### src/rtl/spi_regs_pkg.sv
package spi_regs_pkg;
  localparam int ADDR_W = 13;
  localparam logic [ADDR_W-1:0] CFG_ADDR  = 13'h000;
  localparam logic [ADDR_W-1:0] ID_ADDR   = 13'h001;
  localparam logic [ADDR_W-1:0] XFER_ADDR = 13'h0FF;
  localparam logic [7:0] CHIP_ID = 8'h13;

  typedef enum logic {PH_INSTR, PH_DATA} phase_e;
  typedef enum logic [1:0] {CNT_ONE, CNT_TWO, CNT_THREE, CNT_STREAM} count_e;

  function automatic logic is_direct(int idx);
    return (idx == 0) || (idx == 2) || (idx == 4) || (idx == 5);
  endfunction

  function automatic logic [7:0] reg_default(int idx);
    return (idx == 9) ? 8'h01 : 8'h00;
  endfunction
endpackage

### src/rtl/spi_regs_sync.sv
module spi_regs_sync #(
  parameter int W = 3,
  parameter int STAGES = 2,
  parameter logic [W-1:0] RST_VAL = '0
) (
  input  logic         clk_i,
  input  logic         rst_ni,
  input  logic [W-1:0] d_i,
  output logic [W-1:0] q_o
);
  logic [W-1:0] st_q [STAGES];

  always_ff @(posedge clk_i or negedge rst_ni) begin
    if (!rst_ni) begin
      for (int i = 0; i < STAGES; i++) st_q[i] <= RST_VAL;
    end else begin
      st_q[0] <= d_i;
      for (int i = 1; i < STAGES; i++) st_q[i] <= st_q[i-1];
    end
  end

  assign q_o = st_q[STAGES-1];
endmodule

### src/rtl/spi_regs_frame.sv
module spi_regs_frame
  import spi_regs_pkg::*;
(
  input  logic              clk_i,
  input  logic              rst_ni,
  input  logic              sclk_s_i,
  input  logic              cs_n_s_i,
  input  logic              sdi_s_i,
  input  logic              lsb_i,
  input  logic [7:0]        rd_data_i,
  output logic [ADDR_W-1:0] addr_o,
  output logic              wr_o,
  output logic [ADDR_W-1:0] wr_addr_o,
  output logic [7:0]        wr_data_o,
  output logic              sdo_o,
  output logic              sdo_oe_o
);
  phase_e            phase_q, phase_n;
  logic [3:0]        bit_q, bit_n;
  logic [15:0]       ish_q, ish_n, ish_nx;
  logic [7:0]        dsh_q, dsh_n, dsh_nx;
  logic [ADDR_W-1:0] addr_q, addr_n, addr_step;
  logic              rnw_q, rnw_n, strm_q, strm_n, lsb_q, lsb_n;
  logic [1:0]        left_q, left_n;
  logic              sclk_d_q, cs_d_q;
  logic              sdo_q, sdo_n;
  logic              wr_q, wr_n;
  logic [ADDR_W-1:0] wr_addr_q;
  logic [7:0]        wr_data_q;
  logic              sclk_rise, sclk_fall, cs_rise, cs_open;
  logic [2:0]        oidx;

  assign sclk_rise = sclk_s_i & ~sclk_d_q;
  assign sclk_fall = ~sclk_s_i & sclk_d_q;
  assign cs_rise   = cs_n_s_i & ~cs_d_q;
  // an edge that coincides with select rising still belongs to the frame
  assign cs_open   = ~cs_n_s_i | cs_rise;

  assign ish_nx    = lsb_q ? {sdi_s_i, ish_q[15:1]} : {ish_q[14:0], sdi_s_i};
  assign dsh_nx    = lsb_q ? {sdi_s_i, dsh_q[7:1]} : {dsh_q[6:0], sdi_s_i};
  assign addr_step = lsb_q ? addr_q + 1'b1 : addr_q - 1'b1;
  assign oidx      = lsb_q ? bit_q[2:0] : ~bit_q[2:0];

  always_comb begin
    phase_n = phase_q;
    bit_n   = bit_q;
    ish_n   = ish_q;
    dsh_n   = dsh_q;
    addr_n  = addr_q;
    rnw_n   = rnw_q;
    strm_n  = strm_q;
    left_n  = left_q;
    lsb_n   = lsb_q;
    sdo_n   = sdo_q;
    wr_n    = 1'b0;

    if (sclk_rise && cs_open) begin
      bit_n = bit_q + 4'd1;
      if (phase_q == PH_INSTR) begin
        ish_n = ish_nx;
        if (bit_q == 4'd15) begin
          phase_n = PH_DATA;
          bit_n   = '0;
          rnw_n   = ish_nx[15];
          strm_n  = (count_e'(ish_nx[14:13]) == CNT_STREAM);
          left_n  = ish_nx[14:13];
          addr_n  = ish_nx[12:0];
        end
      end else begin
        dsh_n = dsh_nx;
        if (bit_q == 4'd7) begin
          bit_n  = '0;
          wr_n   = ~rnw_q;
          addr_n = addr_step;
          if (!strm_q && left_q == 2'd0) phase_n = PH_INSTR;
          else left_n = left_q - 2'd1;
        end
      end
    end

    if (cs_rise && !(phase_n == PH_DATA && bit_n == 4'd0 && !strm_n)) begin
      phase_n = PH_INSTR;
      bit_n   = '0;
    end

    // bit order is picked up only between instructions
    if (phase_q == PH_INSTR && bit_q == 4'd0) lsb_n = lsb_i;

    if (sclk_fall && !cs_n_s_i && phase_q == PH_DATA && rnw_q)
      sdo_n = rd_data_i[oidx];
  end

  always_ff @(posedge clk_i or negedge rst_ni) begin
    if (!rst_ni) begin
      phase_q   <= PH_INSTR;
      bit_q     <= '0;
      ish_q     <= '0;
      dsh_q     <= '0;
      addr_q    <= '0;
      rnw_q     <= 1'b0;
      strm_q    <= 1'b0;
      left_q    <= '0;
      lsb_q     <= 1'b0;
      sdo_q     <= 1'b0;
      sclk_d_q  <= 1'b0;
      cs_d_q    <= 1'b1;
      wr_q      <= 1'b0;
      wr_addr_q <= '0;
      wr_data_q <= '0;
    end else begin
      phase_q  <= phase_n;
      bit_q    <= bit_n;
      ish_q    <= ish_n;
      dsh_q    <= dsh_n;
      addr_q   <= addr_n;
      rnw_q    <= rnw_n;
      strm_q   <= strm_n;
      left_q   <= left_n;
      lsb_q    <= lsb_n;
      sdo_q    <= sdo_n;
      sclk_d_q <= sclk_s_i;
      cs_d_q   <= cs_n_s_i;
      wr_q     <= wr_n;
      if (wr_n) begin
        wr_addr_q <= addr_q;
        wr_data_q <= dsh_nx;
      end
    end
  end

  assign addr_o    = addr_q;
  assign wr_o      = wr_q;
  assign wr_addr_o = wr_addr_q;
  assign wr_data_o = wr_data_q;
  assign sdo_o     = sdo_q;
  assign sdo_oe_o  = (phase_q == PH_DATA) && rnw_q && !cs_n_s_i;
endmodule

### src/rtl/spi_regs_bank.sv
module spi_regs_bank
  import spi_regs_pkg::*;
#(
  parameter int NUM_REGS = 16
) (
  input  logic                  clk_i,
  input  logic                  rst_ni,
  input  logic                  wr_i,
  input  logic [ADDR_W-1:0]     wr_addr_i,
  input  logic [7:0]            wr_data_i,
  input  logic [ADDR_W-1:0]     rd_addr_i,
  output logic [7:0]            rd_data_o,
  output logic                  lsb_o,
  output logic                  xfer_o,
  output logic                  srst_o,
  output logic [NUM_REGS*8-1:0] cfg_o
);
  localparam int IDX_W = $clog2(NUM_REGS);
  localparam logic [ADDR_W-1:0] END_ADDR = ADDR_W'(NUM_REGS);

  logic       lsb_q, srst_q, xfer_q;
  logic [7:0] mst_w [NUM_REGS];
  logic [7:0] act_w [NUM_REGS];
  logic [7:0] cfg0_w;

  assign cfg0_w = {1'b0, lsb_q, srst_q, 2'b11, srst_q, lsb_q, 1'b0};

  always_ff @(posedge clk_i or negedge rst_ni) begin
    if (!rst_ni) begin
      lsb_q  <= 1'b0;
      srst_q <= 1'b0;
      xfer_q <= 1'b0;
    end else if (srst_q) begin
      lsb_q  <= 1'b0;
      srst_q <= 1'b0;
      xfer_q <= 1'b0;
    end else begin
      xfer_q <= wr_i && (wr_addr_i == XFER_ADDR) && wr_data_i[0];
      if (wr_i && wr_addr_i == CFG_ADDR) begin
        lsb_q  <= wr_data_i[6] | wr_data_i[1];
        srst_q <= wr_data_i[5] | wr_data_i[2];
      end
    end
  end

  assign mst_w[0] = cfg0_w;
  assign act_w[0] = cfg0_w;
  assign mst_w[1] = CHIP_ID;
  assign act_w[1] = CHIP_ID;

  for (genvar i = 2; i < NUM_REGS; i++) begin : g_reg
    logic [7:0] m_q;
    logic       hit;
    assign hit = wr_i && (wr_addr_i == ADDR_W'(i));

    always_ff @(posedge clk_i or negedge rst_ni) begin
      if (!rst_ni)     m_q <= reg_default(i);
      else if (srst_q) m_q <= reg_default(i);
      else if (hit)    m_q <= wr_data_i;
    end
    assign mst_w[i] = m_q;

    if (is_direct(i)) begin : g_direct
      assign act_w[i] = m_q;
    end else begin : g_shadow
      logic [7:0] s_q;
      always_ff @(posedge clk_i or negedge rst_ni) begin
        if (!rst_ni)     s_q <= reg_default(i);
        else if (srst_q) s_q <= reg_default(i);
        else if (xfer_q) s_q <= m_q;
      end
      assign act_w[i] = s_q;
    end
  end

  for (genvar i = 0; i < NUM_REGS; i++) begin : g_out
    assign cfg_o[i*8 +: 8] = act_w[i];
  end

  always_comb begin
    if (rd_addr_i == XFER_ADDR)    rd_data_o = {7'b0, xfer_q};
    else if (rd_addr_i < END_ADDR) rd_data_o = mst_w[rd_addr_i[IDX_W-1:0]];
    else                           rd_data_o = 8'h00;
  end

  assign lsb_o  = lsb_q;
  assign xfer_o = xfer_q;
  assign srst_o = srst_q;
endmodule

### src/rtl/spi_regs_top.sv
module spi_regs_top
  import spi_regs_pkg::*;
#(
  parameter int NUM_REGS = 16,
  parameter int SYNC_STAGES = 2
) (
  input  logic                  clk_i,
  input  logic                  rst_ni,
  input  logic                  sclk_i,
  input  logic                  csb_i,
  input  logic                  sdio_i,
  output logic                  sdio_o,
  output logic                  sdio_oe_o,
  output logic [NUM_REGS*8-1:0] cfg_o
);
  logic              sclk_s, cs_n_s, sdi_s;
  logic [2:0]        sync_q;
  logic              lsb_w, xfer_w, srst_w, wr_w;
  logic [ADDR_W-1:0] addr_w, wr_addr_w;
  logic [7:0]        wr_data_w, rd_data_w;

  spi_regs_sync #(
    .W(3), .STAGES(SYNC_STAGES), .RST_VAL(3'b010)
  ) u_sync (
    .clk_i (clk_i),
    .rst_ni(rst_ni),
    .d_i   ({sclk_i, csb_i, sdio_i}),
    .q_o   (sync_q)
  );
  assign {sclk_s, cs_n_s, sdi_s} = sync_q;

  spi_regs_frame u_frame (
    .clk_i    (clk_i),
    .rst_ni   (rst_ni),
    .sclk_s_i (sclk_s),
    .cs_n_s_i (cs_n_s),
    .sdi_s_i  (sdi_s),
    .lsb_i    (lsb_w),
    .rd_data_i(rd_data_w),
    .addr_o   (addr_w),
    .wr_o     (wr_w),
    .wr_addr_o(wr_addr_w),
    .wr_data_o(wr_data_w),
    .sdo_o    (sdio_o),
    .sdo_oe_o (sdio_oe_o)
  );

  spi_regs_bank #(.NUM_REGS(NUM_REGS)) u_bank (
    .clk_i    (clk_i),
    .rst_ni   (rst_ni),
    .wr_i     (wr_w),
    .wr_addr_i(wr_addr_w),
    .wr_data_i(wr_data_w),
    .rd_addr_i(addr_w),
    .rd_data_o(rd_data_w),
    .lsb_o    (lsb_w),
    .xfer_o   (xfer_w),
    .srst_o   (srst_w),
    .cfg_o    (cfg_o)
  );
endmodule

### config.mk
export PLATFORM = sky130hd
export DESIGN_NAME = spi_regs_top
export DESIGN_NICKNAME = d
export VERILOG_FILES = /design/src/rtl/spi_regs_pkg.sv /design/src/rtl/spi_regs_sync.sv /design/src/rtl/spi_regs_frame.sv /design/src/rtl/spi_regs_bank.sv /design/src/rtl/spi_regs_top.sv
export SDC_FILE = /design/constraint.sdc
export NUM_CORES = 1
export LEC_CHECK = 0
export BUFFER_PORTS_ARGS = -buffer_cell sky130_fd_sc_hd__buf_2
export CORE_ASPECT_RATIO = 0.9
export CORE_UTILIZATION = 33
export CTS_CLUSTER_DIAMETER = 30
export DETAILED_ROUTE_END_ITERATION = 16
export PLACE_DENSITY = 0.54
export SYNTH_ARGS = -nofsm -noshare
export SYNTH_HDL_FRONTEND = slang
export SYNTH_SLANG_ARGS = --single-unit
### constraint.sdc
create_clock -name clk_i -period 5 [get_ports clk_i]
set_clock_uncertainty 0.1 [all_clocks]
set_input_delay 1.5 -clock clk_i [delete_from_list [all_inputs] [get_ports clk_i]]
set_output_delay 1.5 -clock clk_i [all_outputs]
set_load 0.005 [all_outputs]
Word level (Yosys, flattened, before mapping)
Index checks and enable logic that the tools add are counted.
Word-level totals
  word-level logic and storage cells: 235
  output and inout bits: 130
  flip-flop bits (word level): 281
Cells by class
  bitwise operators: 14
  eq/ne operators: 21
  $lt $le $gt $ge: 3
  reductions and logical operators: 58
  muxes and demuxes: 90
  add/subtract/negate cells: 4
Operators with widths (number)
  8-bit two-way mux: 55
  13-bit by 4-bit == test with 1-bit output, second input constant: 8
  13-bit by 3-bit == test with 1-bit output, second input constant: 4
  13-bit two-way mux: 4
  2-bit nonzero test: 17
  8-bit binary-select mux with 4-bit select: 1
  1-bit logical AND: 28
  13-bit by 2-bit == test with 1-bit output, second input constant: 2
  13-bit by 8-bit == test with 1-bit output, second input constant: 2
  4-bit two-way mux: 5
  1-bit two-way mux: 18
  16-bit two-way mux: 1
  13-bit by 1-bit adder with 13-bit output, second input constant: 1
  13-bit logical NOT: 1
  13-bit by 5-bit < comparator with 1-bit output, second input constant: 1
  13-bit by 1-bit subtractor with 13-bit output, second input constant: 1
  4-bit logical NOT: 2
  2-bit two-way mux: 4
  1-bit NOT: 6
  3-bit AND reduction: 2
  5-bit greater-or-equal comparator, second input constant: 1
  4-bit NOT with 5-bit output: 1
  4-bit by 1-bit adder with 4-bit output, second input constant: 1
  4-bit by 3-bit == test with 1-bit output, second input constant: 1
  14 further kinds: 23

Depth between registers and ports, before layout
  depth after elaboration: 11
  mapped depth: 11
  mapped depth without buffers: 9

By module
From an unflattened synthesis, not the netlist that was laid out.
Second synthesis, totals
  cells, all modules: 1209
  area total of the unflattened synthesis: 13525.5 um^2
By module, submodules not included
  spi_regs_bank: sequential area each 5082.4 um^2, times used 1, cells an instance 806, area an instance 9437.8 um^2
  spi_regs_frame: sequential area each 1803.0 um^2, times used 1, cells an instance 394, area an instance 3912.5 um^2
  spi_regs_sync: sequential area each 152.6 um^2, times used 1, cells an instance 9, area an instance 175.2 um^2

Least setup slack after synthesis
No wires, ideal clock.
  path kind: reg2reg
  from: register u_frame.lsb_q
  to: register u_frame.addr_q[12] (netlist: u_frame.addr_o[12])
  slack: 2085 ps
  data arrival time: 2711 ps
  buffers on the path: 2
  clock period less this slack: 2915 ps
  cell stages (with the launch flop): 12
  data required time: 4796 ps
  setup time: 104 ps
  cell sequence: dfrtp_1 buf_6 clkbuf_1 inv_2 fa_1 a21o_1 a311o_1 nand4_1 nand3_1 a2111oi_0 nor3_1 o311ai_1
Between the ends
  word-level cells in the longest chain between the ends: 3
  elaborated cells on any way between the ends: 5
Ends and longest elaborated chain
  from (decl): RTL line spi_regs_frame.sv:23  | logic rnw_q, rnw_n, strm_q, strm_n, lsb_q, lsb_n;
  from (signal assigned): RTL line spi_regs_frame.sv:119  | lsb_q <= lsb_n;
  16-bit two-way mux / 13-bit two-way mux (equally long branches): RTL line spi_regs_frame.sv:39, spi_regs_frame.sv:41
  13-bit two-way mux (on tied branches): RTL line spi_regs_frame.sv:61, spi_regs_frame.sv:71
  13-bit two-way mux *: RTL line spi_regs_frame.sv:59  | if (phase_q == PH_INSTR) begin
  to (signal assigned): RTL line spi_regs_frame.sv:115  | addr_q <= addr_n;
  to (decl): RTL line spi_regs_frame.sv:22  | logic [ADDR_W-1:0] addr_q, addr_n, addr_step;
Every way passes the cells marked *; elsewhere a longest branch is shown, timed or not. The select of a mux whose other input is x is not followed.
A chain may end at the register's enable or synchronous reset.

Final worst setup path
Ends and elaborated chain as after synthesis.

==> out/metrics.cfg <==
[status]
status = complete, no violations

[global_routing]
grt_max_degree = 100
antenna_found_initial = 0
grtUsageTotal_pct = 18.6
grt_pass1_vias = 9882
grt_pass1_wl_um = 60400
overflow = 0

[synthesis]
yosysWarnings = 0
ys_async_sr_fraction_pct = 100
ys_top_cells_by_area = dfrtp_1, mux2i_1, nor2_1, mux4_2, nand2_1
synth_area_per_cell_um2 = 10.5
syn_area_um2 = 13500
synth_common_cells = dfrtp_1, nor2_1, mux2i_1
synth_edf_count = 0
yosysMostFrequentCell = dfrtp_1
ys_ff_latch = 281
synth.distinct_cells = 70
synthCells = 1284
ys.flop_type = dfrtp_1
ys_seq_area_share_pct = 52.3
synth_top_cell_by_area = dfrtp_1
synth.top_cell.area_share_pct = 51.3

[power]
leakage_nw = 7.75
ir_drop_uv = 220
power.density_nw_per_um2 = 421

[floorplan]
dieArea_um2 = 41600
die_height_um = 194
die_w_um = 215
start_util_pct = 33.8
core_um2 = 39800
num_rows = 69
ios = 135

[clocking]
cts_hold_buf = 0
cts-buffers-inserted = 68
clk_latency_ns = 0.57
cts_sinks = 281
ctsLongestPathBuffers = 3
cts_setup_buffers = 0
post_cts_resize_count = 0
cts_tree = built
root_buffer = clkbuf_16
cts.htree.levels = 3
path_clk_slew_ns = 0.04

[cells_and_area]
finalInstanceArea_um2 = 16800
syn2layout_area_growth_pct = 24.9
antennaDiodeCount = 0
final_net_count = 1413
layout-drive-gt1-share_pct = 21.3

[sta]
fmax_ghz = 0.297
min_period_ns = 3.37
report.final.slew_viol_count = 0
period_share_pct = 67.4
fin_setup_tns_ns = 0
rsz0062_at_grt = no
setup_viol = 0
tightest_slew_ns = 1.23
maxSlewHeadroom_pct = 18.2
hold_viol = 0

[worst_hold_path]
hold_path_class = register to register
holdCritStartpoint = u_sync.st_q[3]$_DFF_PN0_

[detailed_routing]
vias_per_cell = 5.10
dr.pass1.iters = 5
drt_iter0_drc = 808
drc = 0
totalWireLength_um = 38400
drtAntennaViolNets = 0
wl_per_cell_um = 19.4
vias = 10100

[critical_path]
start_kind = register
path_max_fanout = 18
crit_path_start = u_frame.lsb_q$_DFFE_PN0P_
cp_data_arrival_time_ns = 3.72
endpoint_kind = register
critical_path_class = register to register
cp.required_ns = 5.35
reg2reg_from = u_frame.lsb_q$_DFFE_PN0P_

[placement]
port_buffers = 122
dpl.hpwl_um = 25800
placed_area_um2 = 14400
gp_congestion = 0.823

[job]
cap_violations = 0

==> final timing paths <==
| path | cells after the start | slack, ns | to |
|---|---|---|---|
| max in group asynchronous | 2 | 2.96 | u_frame.addr_o[12]$_DFFE_PN0P_ |
| setup / recovery | 9 | 1.63 | u_frame.addr_o[12]$_DFFE_PN0P_ |
| min in group asynchronous | 1 | 0.86 | u_bank.g_reg[6].m_q[0]$_DFFE_PN0P_ |
| hold / removal | 0 | 0.24 | u_sync.q_o[0]$_DFF_PN0_ |
| setup reg to reg | 9 | 1.63 | u_frame.addr_o[12]$_DFFE_PN0P_ |
| hold reg to reg | 0 | 0.24 | u_sync.q_o[0]$_DFF_PN0_ |
==> power breakdown <==
part / switching [W] / internal [W]
Sequential: 0.0000435 / 0.00232
Clock: 0.00143 / 0.00308
Combinational: 0.000127 / 0.0000660
Total: 0.00160 / 0.00547
==> placed cells by master, fill, tap and decap left out, types with 8 or more instances in the layout <==
cell and n:
a21oi_1 96, buf_2 121, buf_4 13, clkbuf_1 8, clkbuf_16 70, clkbuf_8 9
clkinv_2 12, clkinvlp_4 8, conb_1 12, dfrtp_1 272, ha_1 14, mux2_1 13
mux2i_1 171, mux4_2 27, nand2_1 156, nand3_1 17, nor2_1 199, nor3_1 22
o21ai_0 13, o21ai_1 31
==> routing by layer <==
metal	GRT usage [%]	up-vias	share of wire, %
li1	-	4668	-
met1	27.8	5085	48
met2	27.0	291	44
met3	3.74	62	5.5
met4	5.79	0	2.1
met5	0	-	0
==> worst max-delay path, stage by stage (launching register included) <==
cell,delay (ns)
dfrtp_1,0.84
inv_2,0.38
fa_1,0.50
a21o_1,0.20
a311o_1,0.38
nand4_1,0.13
nand3_1,0.12
a2111oi_0,0.42
nor3_1,0.09
o311ai_1,0.08
==> kinds of logic after synthesis <==
| family | count (synthesis) | share of synthesized area [%] |
|---|---|---|
| xor gates and xnor gates | 15 | 1.12 |
| adders and majority gates | 15 | 1.45 |
| AOI/OAI and AO/OA | 179 | 7.74 |
| muxes | 211 | 18.3 |
| and+or+nand+nor | 462 | 15.0 |
| other | 2 | 0.0558 |
| DFF | 281 | 52.3 |
| buffers and inverters | 119 | 3.98 |
==> cell type report <==
cell class,instances,area (µm²)
Clock buffer,87,1910
Clock inverter,38,482
Fill cell,3752,23000
Inverter,12,45.0
Multi-Input combinational cell,894,5920
Sequential cell,281,7050
Tap cell,532,666
Timing Repair Buffer,136,738
==> metrics by stage <==
stage / power, W / instances / hold slack, ns / worst slack [ns] / utilization [%]
global placement: 0.00260 / 1855 / 0.235 / 1.67 / 36.2
finish: 0.00707 / 1980 / 0.242 / 1.63 / 42.2
floorplan: 0.00251 / 1294 / 0.231 / 2.09 / -
detailed placement: 0.00260 / 1855 / 0.236 / 1.69 / 36.2
CTS: 0.00716 / 1980 / 0.245 / 1.63 / 42.2
global route: 0.00731 / 1980 / 0.259 / 1.32 / 42.2
==> sequential cells by signal, indices dropped and copies added, names as in the netlist, 2 cells and up <==
register,cells
u_bank.g.g_shadow.s_q,88
u_sync.st_q,3
u_bank.g.m_q,112
u_sync.q_o,3
u_frame.ish_q,16
u_frame.addr_o,13
u_frame.dsh_q,8
u_frame.wr_addr_o,13
u_frame.bit_q,4
u_frame.left_q,2
u_frame.wr_data_o,8
No activity file was read; power rests on OpenSTA's default activity.
